[src/rtl/rpm_pkg.sv]
// Package rpm_pkg
// Shared constants and the field bundle for the root port power
// management register. Bit positions are fixed by software's view of
// the word; nothing here depends on a parameter.
package rpm_pkg;
    localparam int          WORD_W     = 32;
    localparam int          BE_W       = WORD_W / 8;
    localparam int          PS_LSB     = 0;
    localparam int          PME_EN_BIT = 8;
    localparam int          PME_ST_BIT = 15;
    localparam logic [1:0]  PS_D0      = 2'b00;
    localparam logic [1:0]  PS_D3HOT   = 2'b11;

    // Live register fields, gathered for the read path.
    typedef struct packed {
        logic       pme_st;
        logic       pme_en;
        logic [1:0] ps;
    } pm_fields_t;
endpackage

[src/rtl/rpm_power_state.sv]
// Module rpm_power_state
// Holds the two-bit power state and drives the registered decode-gating
// outputs. Assumes wr_hit is already qualified by the address match and by
// warm reset. Only the codes D0 and D3hot are ever stored.
module rpm_power_state
    import rpm_pkg::*;
(
    input  logic       clk,
    input  logic       warm_rst_n,
    input  logic       wr_hit,
    input  logic       be0,
    input  logic [1:0] wdata_ps,
    output logic [1:0] ps,
    output logic       io_mem_blocked,
    output logic       type1_cfg_blocked
);
    logic code_legal;
    logic [1:0] ps_q;

    // Accept only the two defined power state codes.
    always_comb begin
        code_legal = (wdata_ps == PS_D0) || (wdata_ps == PS_D3HOT);
    end

    // Power state storage, loaded on an enabled legal write.
    always_ff @(posedge clk) begin
        if (!warm_rst_n) begin
            ps_q <= PS_D0;
        end else if (wr_hit && be0 && code_legal) begin
            ps_q <= wdata_ps;
        end
    end

    // Gating outputs follow the stored state one edge later.
    always_ff @(posedge clk) begin
        if (!warm_rst_n) begin
            io_mem_blocked    <= 1'b0;
            type1_cfg_blocked <= 1'b0;
        end else begin
            io_mem_blocked    <= (ps_q == PS_D3HOT);
            type1_cfg_blocked <= (ps_q == PS_D3HOT);
        end
    end

    assign ps = ps_q;
endmodule

[src/rtl/rpm_pme_bits.sv]
// Module rpm_pme_bits
// Holds the wake enable bit (resume-well domain) and the wake status bit
// (warm domain). Assumes wr_hit is already gated by warm reset, so the
// enable bit cannot be written while the warm reset is held.
module rpm_pme_bits (
    input  logic clk,
    input  logic warm_rst_n,
    input  logic resume_rst_n,
    input  logic wr_hit,
    input  logic be1,
    input  logic wdata_en,
    input  logic pme_received,
    output logic pme_en,
    output logic pme_st
);
    // Sticky enable, cleared only by the resume-well reset.
    always_ff @(posedge clk) begin
        if (!resume_rst_n) begin
            pme_en <= 1'b0;
        end else if (wr_hit && be1) begin
            pme_en <= wdata_en;
        end
    end

    // Status set by a downstream event, held until warm reset.
    always_ff @(posedge clk) begin
        if (!warm_rst_n) begin
            pme_st <= 1'b0;
        end else if (pme_received) begin
            pme_st <= 1'b1;
        end
    end
endmodule

[src/rtl/rpm_readback.sv]
// Module rpm_readback
// Assembles the 32-bit word from the live fields and registers it on a
// read strobe. Reserved bits are tied to zero. A read that misses the
// register returns zero.
module rpm_readback
    import rpm_pkg::*;
(
    input  logic              clk,
    input  logic              warm_rst_n,
    input  logic              rd,
    input  logic              hit,
    input  pm_fields_t        fields,
    output logic [WORD_W-1:0] rdata,
    output logic              rvalid
);
    logic [WORD_W-1:0] word;

    // Place each field at its bit position; all else is zero.
    always_comb begin
        word                  = '0;
        word[PS_LSB +: 2]     = fields.ps;
        word[PME_EN_BIT]      = fields.pme_en;
        word[PME_ST_BIT]      = fields.pme_st;
    end

    // Register the read response one cycle after the strobe.
    always_ff @(posedge clk) begin
        if (!warm_rst_n) begin
            rdata  <= '0;
            rvalid <= 1'b0;
        end else begin
            rvalid <= rd;
            if (rd) begin
                rdata <= hit ? word : '0;
            end
        end
    end
endmodule

[src/rtl/rpm_top.sv]
// Module rpm_top
// Root port power management register: address decode, write
// qualification and wiring of the state, wake and read-back units.
// Assumes cfg_addr is a byte address and that the register is
// dword-aligned at REG_OFFSET.
module rpm_top
    import rpm_pkg::*;
#(
    parameter int ADDR_W     = 12,
    parameter int REG_OFFSET = 'hA4
) (
    input  logic              clk,
    input  logic              warm_rst_n,
    input  logic              resume_rst_n,
    input  logic              cfg_wr,
    input  logic              cfg_rd,
    input  logic [ADDR_W-1:0] cfg_addr,
    input  logic [BE_W-1:0]   cfg_be,
    input  logic [WORD_W-1:0] cfg_wdata,
    output logic [WORD_W-1:0] cfg_rdata,
    output logic              cfg_rvalid,
    input  logic              pme_received,
    output logic              io_mem_blocked,
    output logic              type1_cfg_blocked
);
    localparam logic [ADDR_W-1:0] OFS_FULL = ADDR_W'(REG_OFFSET);
    localparam logic [ADDR_W-3:0] DW_IDX   = OFS_FULL[ADDR_W-1:2];

    logic       hit;
    logic       wr_hit;
    logic [1:0] ps_q;
    logic       pme_en_q;
    logic       pme_st_q;
    pm_fields_t fields;

    // Address match on dword index; writes blocked during warm reset.
    always_comb begin
        hit    = (cfg_addr[ADDR_W-1:2] == DW_IDX);
        wr_hit = cfg_wr && hit && warm_rst_n;
    end

    // Bundle live fields for the read path.
    always_comb begin
        fields.ps     = ps_q;
        fields.pme_en = pme_en_q;
        fields.pme_st = pme_st_q;
    end

    rpm_power_state u_state (
        .clk               (clk),
        .warm_rst_n        (warm_rst_n),
        .wr_hit            (wr_hit),
        .be0               (cfg_be[0]),
        .wdata_ps          (cfg_wdata[PS_LSB +: 2]),
        .ps                (ps_q),
        .io_mem_blocked    (io_mem_blocked),
        .type1_cfg_blocked (type1_cfg_blocked)
    );

    rpm_pme_bits u_pme (
        .clk          (clk),
        .warm_rst_n   (warm_rst_n),
        .resume_rst_n (resume_rst_n),
        .wr_hit       (wr_hit),
        .be1          (cfg_be[1]),
        .wdata_en     (cfg_wdata[PME_EN_BIT]),
        .pme_received (pme_received),
        .pme_en       (pme_en_q),
        .pme_st       (pme_st_q)
    );

    rpm_readback u_rb (
        .clk        (clk),
        .warm_rst_n (warm_rst_n),
        .rd         (cfg_rd),
        .hit        (hit),
        .fields     (fields),
        .rdata      (cfg_rdata),
        .rvalid     (cfg_rvalid)
    );
endmodule

[config.mk]
export PLATFORM = sky130hd
export DESIGN_NAME = rpm_top
export DESIGN_NICKNAME = d
export VERILOG_FILES = /design/src/rtl/rpm_pkg.sv /design/src/rtl/rpm_power_state.sv /design/src/rtl/rpm_pme_bits.sv /design/src/rtl/rpm_readback.sv /design/src/rtl/rpm_top.sv
export SDC_FILE = /design/constraint.sdc
export NUM_CORES = 1
export LEC_CHECK = 0
export ABC_AREA = 1
export BUFFER_PORTS_ARGS = -buffer_cell sky130_fd_sc_hd__buf_4
export CORE_UTILIZATION = 31
export DETAILED_ROUTE_END_ITERATION = 7
export PLACE_DENSITY = 0.77
export SLEW_MARGIN = 20
export SYNTH_ARGS = -nofsm -noshare
export SYNTH_HDL_FRONTEND = slang
export SYNTH_HIERARCHICAL = 1
export SYNTH_SLANG_ARGS = --single-unit
[constraint.sdc]
create_clock -name clk -period 1.1 [get_ports clk]
set_input_delay 0.055 -clock clk [delete_from_list [all_inputs] [get_ports clk]]
set_output_delay 0.055 -clock clk [all_outputs]
set_load 0.005 [all_outputs]
After elaboration in Yosys (flattened, before gate mapping)
Cells that the tools add are included.
{ "op_classes": {"n_lt_le_gt_ge": 0, "eq_ne": 3, "reduce_logical": 7, "shifts": 0, "div_mod_pow": 0, "n_bitwise": 0, "multipliers": 0, "mux": 1, "n_addsub": 0} }
{ "ops": {"columns": ["op", "count"], "rows": [
  ["2-to-1 mux 16 bit", 1],
  ["== test 10 x 6 -> 1 bit, second input constant", 1],
  ["logical AND 1 bit", 5],
  ["== test 2 bit, second input constant", 2],
  ["zero test 2 bit", 1],
  ["logical OR 1 bit", 1]
]} }
{ "totals": {"register_bits": 38, "mem_bits_rw": 0, "mem_bits_ro": 0, "in_bits": 54, "latchBits": 0, "wordCells": 17, "memories": 0, "output_inout_bits": 35} }

Logic depth before layout (Yosys ltp)
Gate-level depths: netlist of the first run.
{ "depth": {"word_depth": 5, "ltp_mapped": 10, "mapped_depth_nobuf": 10} }

Modules after synthesis
The synthesis of the first run kept the hierarchy.
{ "by_module_without_submodules": {"columns": ["mod", "area_each_um2", "seq_area_each_um2", "cells_per_inst", "instances"], "rows": [
  ["rpm_readback", 384.1, 100.1, 50, 1],
  ["rpm_power_state", 156.4, 60.1, 26, 1],
  ["rpm_pme_bits", 70.1, 40.0, 9, 1],
  ["rpm_top", 61.3, 0.0, 13, 1]
]} }

Worst setup path after synthesis of the first run
OpenSTA, ideal clock, no wires.
{ "synth_timing": {"kind": "input port to flip-flop", "startpoint": "in cfg_addr[5]", "endpoint": "reg u_state.ps_q[0] (netlist: u_state/ps[0])", "n_path_buf": 0, "path_slack_ns": 0.253, "t_arrival_ns": 0.739, "required_time_ns": 0.991, "setup_time_ns": 0.109, "stages": 9, "cell_sequence": "inv_1 nor2_2 nand2_1 nor3_2 nand2_1 nor3_1 nor2_1 nand2_1 inv_1"} }
{ "synth_via": {"elab_chain_len": 5} }
{ "synth_rtl": {"columns": ["item", "line", "text"], "rows": [
  ["start: declaration", "rpm_top.sv:17", "input logic [ADDR_W-1:0] cfg_addr,"],
  ["== test 10 x 6 -> 1 bit", "rpm_top.sv:38", "hit = (cfg_addr[ADDR_W-1:2] == DW_IDX);"],
  ["logical AND 1 bit (2 in series)", "rpm_top.sv:39", "wr_hit = cfg_wr && hit && warm_rst_n;"],
  ["net wr_hit", "rpm_top.sv:30", "logic wr_hit;"],
  ["logical AND 1 bit (2 in series)", "rpm_power_state.sv:29", "end else if (wr_hit && be0 && code_legal) begin"],
  ["end signal: assignment", "rpm_power_state.sv:30", "ps_q <= wdata_ps;"],
  ["end: declaration", "rpm_power_state.sv:18", "logic [1:0] ps_q;"]
]} }
The timed path passes the listed nets, and every way through them passes these cells.
A chain may end at the register's enable or synchronous reset.

Final worst setup path of the first run
{ "layout_timing": {"startpoint": "reg u_rb.rdata[0]", "endpoint": "out cfg_rdata[0]"} }
{ "layout_lines": {"columns": ["item", "line", "text"], "rows": [
  ["start: declaration", "rpm_readback.sv:13", "output logic [WORD_W-1:0] rdata,"],
  ["start signal: assignment", "rpm_readback.sv:34", "rdata <= hit ? word : '0;"],
  ["end: declaration", "rpm_top.sv:20", "output logic [WORD_W-1:0] cfg_rdata,"]
]} }
No word-level cell between the ends.

==> results_dict.tcl, run 1 <==
set metrics [dict create \
    status "completed" \
    critPathArrivalTime_ns 0.71 \
    ys_seq_area_frac 0.2980 \
    root_buffer "clkbuf_4" \
    fin_skew_ns 0.0003031 \
    postSynth.asyncResetShare 0 \
    seqCellArea_um2 200.2 \
    grt_pass1_wl_um 1704 \
    synth_cell_types 13 \
    multiInputGateArea_um2 299.0 \
    clock_path_buffers 2 \
    final_util 0.4188 \
    synth.area.top_cells "buf_4, dfxtp_1, nand2_1" \
    routed_wirelength_um 1102 \
    path_clk_slew_ns 0.07 \
    synthSimpleGateAreaFrac 0.2477 \
    crit_required_ns 1.04 \
    synth_edf_count 0 \
    cts_tree "built" \
    yosysTopAreaCellShare 0.3240 \
    seqPwrFrac 0.453 \
    leakagePower_uw 0.0004687 \
    cp_num_buf_inv 1 \
    synth_top_area_cell "buf_4" \
    start_util 0.3356 \
    area_growth_pct 24.77 \
    grt_usage 0.09795 \
    critPathTopFamily "flip-flops" \
    synth.avg_cell_area_um2 6.856 \
    worstSetupPathType "flip-flop to output port" \
    vdd_ir_drop_max_v 0.0003062 \
    ys_warn_count 6 \
    powerDensity_nw_per_um2 969.8 \
    clk_latency_ns 0.26 \
    post-place-ws_ns 0.03996 \
    pin_count 89 \
    setup_viol 0 \
    via_count 585 \
    p_int_uw 626.6 \
    grt_pass1_vias 467 \
    gp_congestion 0.6884 \
    ant_nets 0 \
    design_area_um2 838.3 \
    synth_common_cells "buf_4, nand2_1, inv_1, dfxtp_1" \
    start_kind "flip-flop" \
    worstPathMaxFanout 2 \
    p_clk_frac 0.403 \
    rows 16 \
    place_area_um2 792.0 \
    fmax_ghz 1.300 \
    viasPerCell 3.774 \
    rr_startpoint "u_state/ps[0]$_SDFFE_PN0P_" \
    layout_min_cycle_time_ns 0.7692 \
    grt_overflow_total 0 \
    slowest_stage "dfxtp_1" \
    post_cts_buffers 0 \
    post_drt_wl_per_cell_um 7.110 \
    rsz0062_at_grt "false" \
    synth-compound-area-share 0.04097 \
    fin_tns_setup_ns 0 \
    antenna_found_initial 0 \
    max_stage_delay_ns 0.34 \
    core_area_um2 2002 \
    max-cap-violations 0 \
    critPathLaunch "u_rb/rdata[0]$_SDFFE_PN0P_" \
    die_w_um 48.56 \
    synthCells 98 \
    hold_class "input port to flip-flop" \
    drt_drc_violations_left 0 \
    end_kind "output port" \
    synth_top_family_by_area "buffers and inverters" \
    setup_ws_ns 0.3308 \
    die-area_um2 2358 \
    drive_gt1_frac 0.2813 \
    numCtsBuffers 3 \
    synth.mux.area_fraction 0 \
    switching_power_uw 186.4 \
    synth.most_common_cell "buf_4" \
    num-nets-final 183 \
    synth_fa_ha_area_frac 0 \
    swShare 0.2293 \
    ys_seq_elements 10 \
    drt_iter0_markers 9 \
    synth_xor_area_frac 0 \
    final-hold-violation-count 0 \
    path_cells "buf_4" \
    synthesis.area_um2 671.9 \
    drv_slew 0 \
    dpl.hpwl_um 949.3 \
    antennaDiodeCount 0 \
    htree_levels 1 \
    clock_sink_count 10 \
    fillers 212 \
    comb_power_share 0.144 \
    post-route-period-util 0.6993 \
    synth_flop_cell "dfxtp_1" \
    io_buffer_count 27 \
    min_from "resume_rst_n" \
    grt_max_degree 7 \
    die_h_um 48.56 \
    first_pass_iters 4 \
]
## cells by family after synthesis
logic type | count (synthesis)
buffers and inverters | 44
and+or+nand+nor | 38
DFF | 10
AOI/OAI and AO/OA | 5
other | 1
## metal layers
metal / vias to the layer above / GRT usage / wire length, µm
met5: - / 0 / 0
met4: 0 / 0.1029 / 17
met3: 2 / 0.009434 / 108
met2: 44 / 0.1667 / 553
met1: 241 / 0.1017 / 423
li1: 298 / - / -
## layout make-up
class / count / share of cell area
repair buffers: 28 / 0.2537
multi-input cells: 71 / 0.3567
inverters: 15 / 0.06716
well taps: 27 / 0.04030
flip-flops and latches: 10 / 0.2388
clock buffers: 4 / 0.04328
## final timing paths
| check | to | slack [ns] | depth (start not counted) |
|---|---|---|---|
| max | cfg_rdata[0] | 0.33 | 1 |
| min | u_pme/pme_en$_SDFFE_PN0P_ | 0.02 | 3 |
| max reg2reg | u_state/ps[0]$_SDFFE_PN0P_ | 0.47 | 4 |
| min reg2reg | u_state/type1_cfg_blocked$_SDFF_PN0_ | 0.47 | 2 |
## through the flow
| stage | power [µW] | hold WS, ns | instances |
|---|---|---|---|
| 2_1_floorplan | 492.7 | 0.1485 | 125 |
| 5_1_grt | 851.6 | 0.02771 | 155 |
| 4_1_cts | 818.3 | 0.02352 | 155 |
| 6_report | 812.9 | 0.02467 | 155 |
| 3_5_place_dp | 489.6 | 0.2562 | 150 |
| 3_3_place_gp | 486.1 | 0.2518 | 150 |
## sequential cells by signal (all words and copies together) (netlist names)
name                       count
u_pme/pme_en                   1
u_pme/pme_st                   1
u_rb/rdata                     4
u_rb/rvalid                    1
u_state/ps                     2
u_state/type1_cfg_blocked      1
## power by group through the flow
| stage | Clock (µW) | Sequential, µW | Combinational (µW) |
|---|---|---|---|
| finish | 328 | 368 | 117 |
| global route | 351 | 369 | 132 |
| CTS | 334 | 368 | 116 |
| detailed placement | 0 | 376 | 113 |
| global placement | 0 | 376 | 110 |
| floorplan | 0 | 377 | 116 |
## cell usage in the layout (no fill, tap or decap)
cell and instances:
clkbuf_8 1, nor2_1 8, o21a_1 1, a21oi_1 4, dfxtp_1 10, nor3_1 2, conb_1 28, nand2_1 17
buf_4 27, clkbuf_4 3, nor2_2 2, inv_1 13, inv_2 2, nand3_1 8, nor3_2 1, dlygate4sd3_1 1
## timing repair
| action | 4_1_cts | 5_1_grt |
|---|---|---|
| gates resized for setup | 0 | 0 |
| hold buffers | 1 | 0 |
| hold endpoints to repair | 1 | 0 |
(Power assumes the default switching activity.)
==> run 2, diff against run 1 <==
==> constraint.sdc (replaced) <==
create_clock -name clk -period 0.8 [get_ports clk]
set_input_delay 0.04 -clock clk [delete_from_list [all_inputs] [get_ports clk]]
set_output_delay 0.04 -clock clk [all_outputs]
set_load 0.005 [all_outputs]
==> results_dict.tcl, run 2 (same netlist as run 1, synthesis figures left out) <==
set metrics [dict create \
    post-route-period-util 0.9497 \
    powerDensity_nw_per_um2 1231 \
    final-hold-violation-count 0 \
    via_count 596 \
    grt_max_degree 7 \
    rsz0062_at_grt "true" \
    worstSetupPathType "input port to flip-flop" \
    grt_overflow_total 0 \
    die_h_um 48.56 \
    crit_required_ns 1.01 \
    vdd_ir_drop_max_v 0.0004826 \
    leakagePower_uw 0.0005015 \
    drt_iter0_markers 5 \
    dpl.hpwl_um 916.9 \
    numCtsBuffers 3 \
    core_area_um2 2002 \
    gp_congestion 0.7497 \
    max-cap-violations 0 \
    num-nets-final 187 \
    pin_count 89 \
    io_buffer_count 27 \
    drt_drc_violations_left 0 \
    hold_class "input port to flip-flop" \
    clk_latency_ns 0.26 \
    path_clk_slew_ns 0.07 \
    die-area_um2 2358 \
    cts_tree "built" \
    final_common_cell "conb_1" \
    status "completed" \
    clock_sink_count 10 \
    ant_nets 0 \
    viasPerCell 3.748 \
    drive_gt1_frac 0.3485 \
    fin_tns_setup_ns 0 \
    die_w_um 48.56 \
    post_cts_buffers 0 \
    antenna_found_initial 0 \
    final_cell_mix "conb_1, buf_4, nand2_1" \
    top_register "u_rb/rdata" \
    first_pass_iters 4 \
    fin_total_pwr_uw 1153 \
    setup_viol 0 \
    fillers 211 \
    root_buffer "clkbuf_4" \
    start_kind "input port" \
    antennaDiodeCount 0 \
    end_kind "flip-flop" \
    rows 16 \
    layout_min_cycle_time_ns 0.7598 \
    worstPathMaxFanout 3 \
    routed_wirelength_um 1189 \
    drv_slew 0 \
    largest_register_ffs 4 \
    area_growth_pct 39.48 \
    grt_usage 0.1018 \
    grt_pass1_wl_um 1800 \
    clock_path_buffers 2 \
    post_drt_wl_per_cell_um 7.478 \
    ff2ff_setup_slack_ns 0.16 \
    fin_skew_ns 0.002905 \
    grt_pass1_vias 503 \
    start_util 0.3356 \
    critPathArrivalTime_ns 0.97 \
    final_util 0.4681 \
    fmax_ghz 1.316 \
    htree_levels 1 \
]
-- run 2: layout make-up --
type | instances | area [µm²] | area share
clock buffers | 4 | 36.28 | 0.03872
inverters | 15 | 58.81 | 0.06275
multi-input cells | 71 | 340.3 | 0.3632
flip-flops and latches | 10 | 200.2 | 0.2136
well taps | 27 | 33.78 | 0.03605
repair buffers | 32 | 267.8 | 0.2857
-- run 2: report_power, final --
part / switching, µW / internal [µW] / total [µW]
logic: 96.7 / 105 / 202
clock network: 169 / 276 / 446
registers: 2.06 / 504 / 506
total: 268 / 885 / 1150
-- run 2: worst paths after layout --
path	startpoint	endpoint	depth (start not counted)
min	cfg_be[1]	u_pme/pme_en$_SDFFE_PN0P_	4
max reg2reg	u_state/ps[1]$_SDFFE_PN0P_	u_state/type1_cfg_blocked$_SDFF_PN0_	2
max	cfg_addr[2]	u_state/ps[1]$_SDFFE_PN0P_	11
min reg2reg	u_rb/rdata[15]$_SDFFE_PN0P_	u_rb/rdata[15]$_SDFFE_PN0P_	2
-- run 2: per-stage QoR --
step	hold WS (ns)	worst slack [ns]	instance area (µm²)	cells
6_report	0.07958	0.04022	937.1	159
5_1_grt	0.09973	-0.05752	937.1	159
4_1_cts	0.06491	0.02736	883.3	160
3_5_place_dp	0.2479	-0.2263	807.0	152
3_3_place_gp	0.2425	-0.1666	807.0	152
2_1_floorplan	0.1335	-0.01121	773.2	125
-- run 2: critical path, stage by stage --
cell,delay [ns]
buf_6,0.07
inv_4,0.03
nor2_4,0.09
nand3_2,0.09
nor3_2,0.20
nand2_1,0.12
inv_2,0.09
nand3_2,0.06
nand2_1,0.06
inv_1,0.04
nor2_1,0.08
-- run 2: routing by layer --
metal,up-vias,global-route usage,share of wire
li1,305,-,-
met4,0,0.08824,0.011
met3,2,0.02201,0.082
met1,253,0.1013,0.37
met5,-,0,0
met2,36,0.1784,0.54
-- run 2: timing repair --
| action | CTS | global route |
|---|---|---|
| gates resized for setup | 0 | 18 |
| setup endpoints to repair | 0 | 6 |
| endpoints found under the hold margin | 3 | 0 |
| hold buffers | 4 | 0 |
==> run 3, diff against run 2 <==
--- a/config.mk
+++ b/config.mk
@@ -5,10 +5,10 @@
 export SDC_FILE = /design/constraint.sdc
 export NUM_CORES = 1
 export LEC_CHECK = 0
-export ABC_AREA = 1
 export BUFFER_PORTS_ARGS = -buffer_cell sky130_fd_sc_hd__buf_4
-export CORE_UTILIZATION = 31
+export CORE_UTILIZATION = 30
 export DETAILED_ROUTE_END_ITERATION = 7
+export GPL_ROUTABILITY_DRIVEN = 1
 export PLACE_DENSITY = 0.77
 export SLEW_MARGIN = 20
 export SYNTH_ARGS = -nofsm -noshare
==> results_dict.tcl, run 3 <==
set metrics [dict create \
    drt-met1-wl_um 401 \
    post_drt_wl_per_cell_um 8.246 \
    clock_path_buffers 2 \
    crit_required_ns 0.99 \
    area_growth_pct 32.28 \
    drt_drc_violations_left 0 \
    ff2ff_setup_slack_ns 0.11 \
    cp_num_buf_inv 2 \
    postSynth.asyncResetShare 0 \
    fmax_ghz 0.9829 \
    layout_min_cycle_time_ns 1.017 \
    final_cell_mix "buf_4, conb_1, nand2_1" \
    antenna_found_initial 0 \
    numCtsBuffers 3 \
    pin_count 89 \
    setup_viol 7 \
    post-route-period-util 1.272 \
    synth_edf_count 0 \
    synth.area.top_cells "buf_4, dfxtp_1, nand2_1" \
    min_from "cfg_wdata[8]" \
    r2r_end "u_state/ps[0]$_SDFFE_PN0P_" \
    fin_skew_ns 0.0001557 \
    synth_cell_types 18 \
    synth_common_cells "buf_4, nand2_1, dfxtp_1, nand3b_1, nand4_1" \
    worstPathMaxFanout 3 \
    die_w_um 48.03 \
    die_h_um 48.03 \
    whs_endpoint "u_pme/pme_en$_SDFFE_PN0P_" \
    violations "negative setup slack" \
    clk_latency_ns 0.25 \
    wl_met3_um 129 \
    final-hold-violation-count 0 \
    yosysTopAreaCellShare 0.3543 \
    final_common_cell "buf_4" \
    cts_tree "built" \
    largest_register_ffs 4 \
    slowest_stage "or4_4" \
    grt_pass1_vias 419 \
    synth.mux.area_fraction 0.01575 \
    ys_seq_elements 10 \
    synthCells 74 \
    end_kind "flip-flop" \
    synthesis.area_um2 635.6 \
    synth_fa_ha_area_frac 0 \
    grt_max_degree 15 \
    synth_flop_cell "dfxtp_1" \
    die-area_um2 2307 \
    antennaDiodeCount 0 \
    gp_congestion 0.6482 \
    htree_levels 1 \
    critPathTopFamily "simple AND/OR/NAND/NOR gates" \
    num-nets-final 162 \
    status "finished with violations" \
    drt_iter0_markers 16 \
    synth-compound-area-share 0.05118 \
    final_util 0.4242 \
    worstSetupPathType "input port to flip-flop" \
    path_cells "buf_6 -> or4_4 -> nor4_4 -> buf_4 -> a31oi_1 -> o22ai_1" \
    start_util 0.3207 \
    synth.avg_cell_area_um2 8.589 \
    ff2ff_path_depth 2 \
    synth_top_family_by_area "buffers and inverters" \
    max_stage_delay_ns 0.54 \
    synth.most_common_cell "buf_4" \
    max-cap-violations 0 \
    drv_slew 0 \
    critPathArrivalTime_ns 1.20 \
    synth_xor_area_frac 0 \
    top_register "u_rb/rdata" \
    setup_ws_ns -0.2174 \
    place_inst 128 \
    drive_gt1_frac 0.3458 \
    rr_startpoint "u_state/ps[0]$_SDFFE_PN0P_" \
    path_clk_slew_ns 0.06 \
    rows 16 \
    leakagePower_uw 0.0004435 \
    io_buffer_count 27 \
    root_buffer "clkbuf_4" \
    ys_seq_area_frac 0.3150 \
    dpl.hpwl_um 863.6 \
    grt_overflow_total 0 \
    met2RoutedLength_um 560 \
    routed_wirelength_um 1105 \
    worstHoldPathCells 3 \
    vdd_ir_drop_max_v 0.0005646 \
    start_kind "input port" \
    synth_top_area_cell "buf_4" \
    grt_pass1_wl_um 1538 \
    first_pass_iters 4 \
    ant_nets 0 \
    grt_usage 0.1016 \
    hold_class "input port to flip-flop" \
    rsz0062_at_grt "true" \
    clock_sink_count 10 \
    fin_cells 134 \
    ys_warn_count 6 \
    via_count 542 \
    viasPerCell 4.045 \
    synthSimpleGateAreaFrac 0.2579 \
    powerDensity_nw_per_um2 1319 \
    top_layer "met4" \
    core_area_um2 1982 \
]
-- run 3: cell types whose count changed after synthesis, sizes merged, moves of 2 or more --
cell	before	now
o22ai	0	2
inv	15	0
nand3	8	0
a21oi	4	0
nand2	17	11
nand4	0	4
a31oi	0	2
nand3b	0	4
nor3	3	1
nor2	10	0
-- run 3: stage by stage --
stage / setup slack, ns / TNS, ns / hold slack [ns] / total power (µW) / area, µm²
floorplan: -0.3544 / -2.206 / 0.1502 / 677.2 / 745.7
global placement: -0.4879 / -3.093 / 0.2395 / 668.8 / 779.5
detailed placement: -0.5276 / -3.185 / 0.2441 / 672.3 / 779.5
CTS: -0.2277 / -1.157 / 0.03369 / 1115 / 833.3
global route: -0.2416 / -1.364 / 0.02736 / 1177 / 840.8
finish: -0.2174 / -1.263 / 0.03353 / 1109 / 840.8
-- run 3: worst reg2reg max path: stages, from the launching register on --
cell	delay (ns)
dfxtp_1	0.33
a31oi_1	0.16
o22ai_1	0.09
-- run 3: worst max path at each step --
| stage | startpoint | to | slack (ns) | cells past startpoint |
|---|---|---|---|---|
| 2_1_floorplan | cfg_addr[10] | u_state/ps[0]$_SDFFE_PN0P_ | -0.35 | 4 |
| 5_1_grt | cfg_addr[10] | u_state/ps[1]$_SDFFE_PN0P_ | -0.24 | 6 |
| 6_report | cfg_addr[10] | u_state/ps[1]$_SDFFE_PN0P_ | -0.22 | 6 |
| 3_5_place_dp | cfg_addr[10] | u_state/ps[0]$_SDFFE_PN0P_ | -0.53 | 5 |
| 4_1_cts | cfg_addr[10] | u_state/ps[0]$_SDFFE_PN0P_ | -0.23 | 5 |
| 3_3_place_gp | cfg_addr[10] | u_state/ps[0]$_SDFFE_PN0P_ | -0.49 | 5 |
-- run 3: layout make-up --
type                            count  area, µm²
Timing Repair Buffer               32      250.2
Clock buffer                        4      36.28
Sequential cell                    10      200.2
Tap cell                           27      33.78
Fill cell                         213       1141
Multi-Input combinational cell     61      320.3
-- run 3: layer usage --
layer	track usage	up-vias
li1	-	263
met1	0.09459	237
met2	0.1730	40
met3	0.05283	2
met4	0.06667	0
met5	0	-
-- run 3: logic make-up (layout without fill, tap and decap cells) --
logic type,Yosys count,in the layout
AO/OA/AOI/OAI,5,5
other,1,28
flip-flops,10,10
AND/OR/NAND/NOR,27,27
multiplexers,1,1
buffers and inverters,30,36
-- run 3: power breakdown --
part | internal [µW] | switching (µW) | total, µW
Combinational | 90.0 | 73.9 | 164
Clock | 276 | 163 | 438
Sequential | 504 | 2.70 | 507
-- run 3: timing repair --
item                       4_1_cts  5_1_grt
setup buffers                    0        1
gates resized for setup          2        0
setup endpoints to repair        7        7
pin swaps                        3        1
hold endpoints to repair         1        0
hold buffers                     1        0
